### config.mk
export PLATFORM = sky130hd
export DESIGN_NAME = sertx_top
export DESIGN_NICKNAME = d
export VERILOG_FILES = /design/src/rtl/sertx_pkg.sv /design/src/rtl/sertx_baud.sv /design/src/rtl/sertx_shreg.sv /design/src/rtl/sertx_top.sv
export SDC_FILE = /design/constraint.sdc
export NUM_CORES = 1
export LEC_CHECK = 0
export BUFFER_PORTS_ARGS = -buffer_cell sky130_fd_sc_hd__buf_2
export CORE_MARGIN = 4
export CORE_UTILIZATION = 25
export CTS_CLUSTER_DIAMETER = 30
export CTS_CLUSTER_SIZE = 8
export DETAILED_ROUTE_END_ITERATION = 7
export RECOVER_POWER = 50
export SLEW_MARGIN = 20
export SYNTH_ARGS = -nofsm -noshare
export SYNTH_HDL_FRONTEND = slang
export SYNTH_SLANG_ARGS = --single-unit
### constraint.sdc
create_clock -name clk -period 1.7 [get_ports clk]
set_input_delay 0.085 -clock clk [delete_from_list [all_inputs] [get_ports clk]]
set_output_delay 0.085 -clock clk [all_outputs]
set_load 0.1 [all_outputs]
### src/rtl/sertx_pkg.sv
package sertx_pkg;

    localparam logic LINE_IDLE  = 1'b1;
    localparam logic LINE_START = 1'b0;
    localparam logic LINE_STOP  = 1'b1;

    // Number of line bits around a data word: one start, one stop.
    localparam int FRAME_OVERHEAD = 2;

    function automatic int frame_bits(input int data_w);
        return data_w + FRAME_OVERHEAD;
    endfunction

endpackage

### src/rtl/sertx_baud.sv
module sertx_baud #(
    parameter int CLKS_PER_BIT = 3333
) (
    input  logic clk,
    input  logic rst,
    input  logic clr_i,
    output logic tick_o
);
    localparam int CW = (CLKS_PER_BIT > 2) ? $clog2(CLKS_PER_BIT) : 1;
    localparam logic [CW-1:0] LAST = CW'(CLKS_PER_BIT - 1);

    typedef struct packed {
        logic [CW-1:0] cnt;
    } baud_t;

    baud_t st_d, st_q;

    always_comb begin
        st_d = st_q;
        if (clr_i || st_q.cnt == LAST) begin
            st_d.cnt = '0;
        end else begin
            st_d.cnt = st_q.cnt + 1'b1;
        end
    end

    always_ff @(posedge clk) begin
        if (rst) begin
            st_q <= '0;
        end else begin
            st_q <= st_d;
        end
    end

    assign tick_o = (st_q.cnt == LAST) && !clr_i;

endmodule

### src/rtl/sertx_shreg.sv
module sertx_shreg #(
    parameter int         W       = 10,
    parameter logic       FILL    = 1'b0,
    parameter logic [W-1:0] RST_VAL = '0
) (
    input  logic         clk,
    input  logic         rst,
    input  logic         load_i,
    input  logic [W-1:0] load_val_i,
    input  logic         shift_i,
    output logic [W-1:0] q_o
);
    typedef struct packed {
        logic [W-1:0] bits;
    } shreg_t;

    shreg_t st_d, st_q;

    always_comb begin
        st_d = st_q;
        if (load_i) begin
            st_d.bits = load_val_i;
        end else if (shift_i) begin
            st_d.bits = {FILL, st_q.bits[W-1:1]};
        end
    end

    always_ff @(posedge clk) begin
        if (rst) begin
            st_q.bits <= RST_VAL;
        end else begin
            st_q <= st_d;
        end
    end

    assign q_o = st_q.bits;

endmodule

### src/rtl/sertx_top.sv
module sertx_top
    import sertx_pkg::*;
#(
    parameter int CLKS_PER_BIT = 3333,
    parameter int DATA_W       = 8
) (
    input  logic              clk,
    input  logic              rst,
    input  logic              tx_load_i,
    input  logic [DATA_W-1:0] tx_data_i,
    output logic              tx_ready_o,
    output logic              txd_o
);
    localparam int FW = frame_bits(DATA_W);

    logic          take;
    logic          tick;
    logic          step;
    logic [FW-1:0] frame_q;
    logic [FW-1:0] busy_q;
    logic [FW-1:0] frame_init;

    assign take       = tx_load_i && !busy_q[0];
    assign step       = tick && busy_q[0];
    assign frame_init = {LINE_STOP, tx_data_i, LINE_START};

    sertx_baud #(
        .CLKS_PER_BIT(CLKS_PER_BIT)
    ) u_baud (
        .clk    (clk),
        .rst    (rst),
        .clr_i  (take),
        .tick_o (tick)
    );

    // Data path: shifts toward bit 0, refills with the idle level.
    sertx_shreg #(
        .W       (FW),
        .FILL    (LINE_IDLE),
        .RST_VAL ({FW{LINE_IDLE}})
    ) u_frame (
        .clk        (clk),
        .rst        (rst),
        .load_i     (take),
        .load_val_i (frame_init),
        .shift_i    (step),
        .q_o        (frame_q)
    );

    // Busy tracker: loaded with ones, drains one zero per bit period.
    sertx_shreg #(
        .W       (FW),
        .FILL    (1'b0),
        .RST_VAL ('0)
    ) u_busy (
        .clk        (clk),
        .rst        (rst),
        .load_i     (take),
        .load_val_i ({FW{1'b1}}),
        .shift_i    (step),
        .q_o        (busy_q)
    );

    assign txd_o      = frame_q[0];
    assign tx_ready_o = !busy_q[0];

endmodule

==> impl_metrics.yaml <==
power_and_ir_drop:
  power_mw: 1.577
  p_leak_nw: 0.6649
  clockPowerShare_pct: 40.2
  power.density_mw_per_mm2: 955.1
  switching_share_pct: 23.84
  intPower_mw: 1.201
  vdd_drop_max_mv: 0.3359
  combinationalPowerShare_pct: 9.8
  p_switching_mw: 0.3760
  seqPwrFrac_pct: 50.0
placement:
  dp_hpwl_um: 1826
  gp_congestion: 0.7164
  io_buffers: 12
  pre_cts_ws_ns: 0.01217
global_route:
  grt_pass1_vias: 985
  grt_antenna_before_repair: 0
  track_usage_pct: 8.569
  grt_pass1_wl_um: 4333
  grt_max_degree: 19
  grt.overflow.total: 0
setup_path:
  worstPathMaxFanout: 9
  cp_cell_sequence: "or4_4, nor3_4, buf_4, nor3_1, nor3_2"
  end_kind: "register"
  required_ns: 1.91
  start_kind: "register"
  worstPathArrival_ns: 1.85
  critPathTopFamily: "simple AND/OR/NAND/NOR gates"
  timing.critical_path.slowest_cell_delay_ns: 0.56
  crit_slowest_cell: "or4_4"
  cp_num_buf_inv: 1
  crit_type: "register to register"
clocking:
  clk_pin_slew_ns: 0.06
  clkLatencyLatePin_ns: 0.28
  cts_max_level: 2
  cts_hold_buf: 0
  numCtsBuffers: 5
  root_buffer: "clkbuf_8"
  cts_tree: "built"
  cts_buffer_depth: 2
  cts.sinks: 31
timing:
  setup_tns_ns: 0
  drv_slew: 0
  maxSlewHeadroom_pct: 64.10
  fin_worst_skew_ns: 0.005066
  fin_crit_sh_pct: 96.58
  rsz0062_at_grt: "yes"
  worst_slew_pin_slew_ns: 0.5408
  finalWorstSetupSlack_ns: 0.05812
  min_period_ns: 1.642
  finalSetupViolCount: 0
  max_freq_ghz: 0.6091
  hold_viol: 0
layout:
  n_antenna_cell: 0
  final_common_cell: "dfxtp_1"
  drive_gt1_share_pct: 28.48
  area_growth_pct: 21.21
  mostFrequentLayoutCells: "30 x dfxtp_1, 24 x nor2_1, 14 x buf_4"
  fin_nets: 177
logic_synthesis:
  synth_xor_xnor_area_share_pct: 6.428
  synth-seq-area-share_pct: 45.55
  syn-instance-count: 138
  synthSimpleGateAreaFrac_pct: 27.92
  synth_nets: 151
  synth-warning-count: 0
  synth_top_family_by_area: "simple AND/OR/NAND/NOR gates"
  synth-seq-cells: 31
  synth-compound-area-share_pct: 10.19
  synth_fa_ha_area_share_pct: 1.837
  synthDistinctLibCells: 35
  syn_area_mm2: 0.001363
  avgSynthCellArea_um2: 9.874
  synthMuxAreaShare_pct: 0.7346
floorplanning:
  die_width_um: 81.83
  initial_core_util_pct: 26.18
  die-area_mm2: 0.006695
  die_y_um: 81.83
  ioPinCount: 13
  coreArea_mm2: 0.005205
  rows: 26
drt:
  viasPerCell: 4.336
  drc: 0
  vias: 1019
  drtIter0Drc: 42
  antenna_left: 0
  wl_um: 2563
  first_pass_iters: 4
  wire_per_inst_um: 10.91
min_path:
  hold_class: "input pin to register"
run_status:
  status: "finished, final reports clean"
run:
  max_cap_viol_count: 0
## what timing repair did
item / 4_1_cts / 5_1_grt
buffers inserted: 0 / 0
resized for setup: 1 / 2
pin swaps: 0 / 1
setup endpoints to repair: 3 / 14
endpoints found under the hold margin: 0 / 0
## layer usage
metal | track usage (%) | vias to the layer above | wire, µm
met3 | 3.399 | 6 | 106
met1 | 10.70 | 464 | 1245
met4 | 4.485 | 0 | 57
li1 | - | 536 | -
met2 | 12.60 | 13 | 1154
met5 | 0 | - | 0
## area by class of cell
cell class | instances | area [µm²]
clock buffer | 8 | 100.1
fill | 562 | 3553
inverter | 5 | 18.77
multi-input combinational | 94 | 646.9
sequential | 31 | 621.8
tap | 70 | 87.58
timing repair buffer | 27 | 176.4
## cell families after synthesis
| family | after synthesis |
|---|---|
| xor+xnor | 10 |
| mux | 1 |
| simple gates | 65 |
| flops | 31 |
| buf+inv | 13 |
| fa+ha+maj | 2 |
| compound gates | 16 |
## Yosys cell counts
master	count	area [µm²]
nor3_1	10	50.05
or3_1	2	12.51
a221o_1	6	60.06
nand3b_1	1	7.510
buf_6	3	33.78
a21o_1	6	45.04
and4_1	1	8.760
nor3b_1	1	7.510
nand4b_1	2	17.52
nand4_1	2	12.51
nor3_2	8	80.08
nor3_4	1	16.27
a311oi_1	1	8.760
clkbuf_4	1	7.510
and3_1	1	6.260
xnor2_1	2	17.52
nor2b_1	1	6.260
and2_1	1	6.260
ha_1	2	25.02
o21a_1	1	7.510
nand2_1	3	11.26
buf_2	1	5.000
mux2i_1	1	10.01
xor2_1	8	70.07
dfxtp_1	31	620.6
a211o_1	1	8.760
buf_4	2	15.01
or4_4	1	11.26
nand3_1	4	20.02
nor4_1	1	6.260
buf_12	1	20.02
nor2_1	24	90.09
a221oi_1	1	8.760
inv_1	5	18.77
and4_2	1	10.01
## tightest hold or removal path: cells and delay by family
family / cells / cell delay (ns)
buffers and inverters: 1 / 0.07
AND/OR/NAND/NOR: 1 / 0.06
multiplexers: 1 / 0.05
## path summary, 6_finish.rpt
check / endpoint / startpoint / slack (ns) / depth (start not counted)
setup / recovery: u_busy.q_o[7] / u_baud.st_q[5] / 0.06 / 5
hold / removal: u_frame.q_o[8] / tx_data_i[7] / 0.02 / 3
setup reg to reg: u_busy.q_o[7] / u_baud.st_q[5] / 0.06 / 5
hold reg to reg: u_frame.q_o[3] / u_frame.q_o[3] / 0.45 / 1
## stage by stage
stage                     cells  hold slack, ns  utilization [%]  cell area [µm²]
after floorplan             138          0.2121                -             1363
after global placement      227          0.3027            29.62             1541
after detailed placement    227          0.3095            29.62             1541
after CTS                   235        0.007963            31.63             1647
after global routing        235         0.01272            31.73             1652
final                       235         0.01633            31.73             1652
## state kept, by name, indices dropped and copies added, names as in the netlist
register	cells
u_baud.st_q	12
u_busy.q_o	10
u_frame.q_o	9
## power groups by stage
| stage | Clock (mW) | Sequential [mW] | Combinational, mW |
|---|---|---|---|
| floorplan | 0 | 0.812 | 0.106 |
| global placement | 0 | 0.803 | 0.154 |
| detailed placement | 0 | 0.804 | 0.157 |
| CTS | 0.663 | 0.788 | 0.157 |
| global route | 0.693 | 0.793 | 0.170 |
| finish | 0.635 | 0.788 | 0.155 |
(Power assumes the default switching activity.)
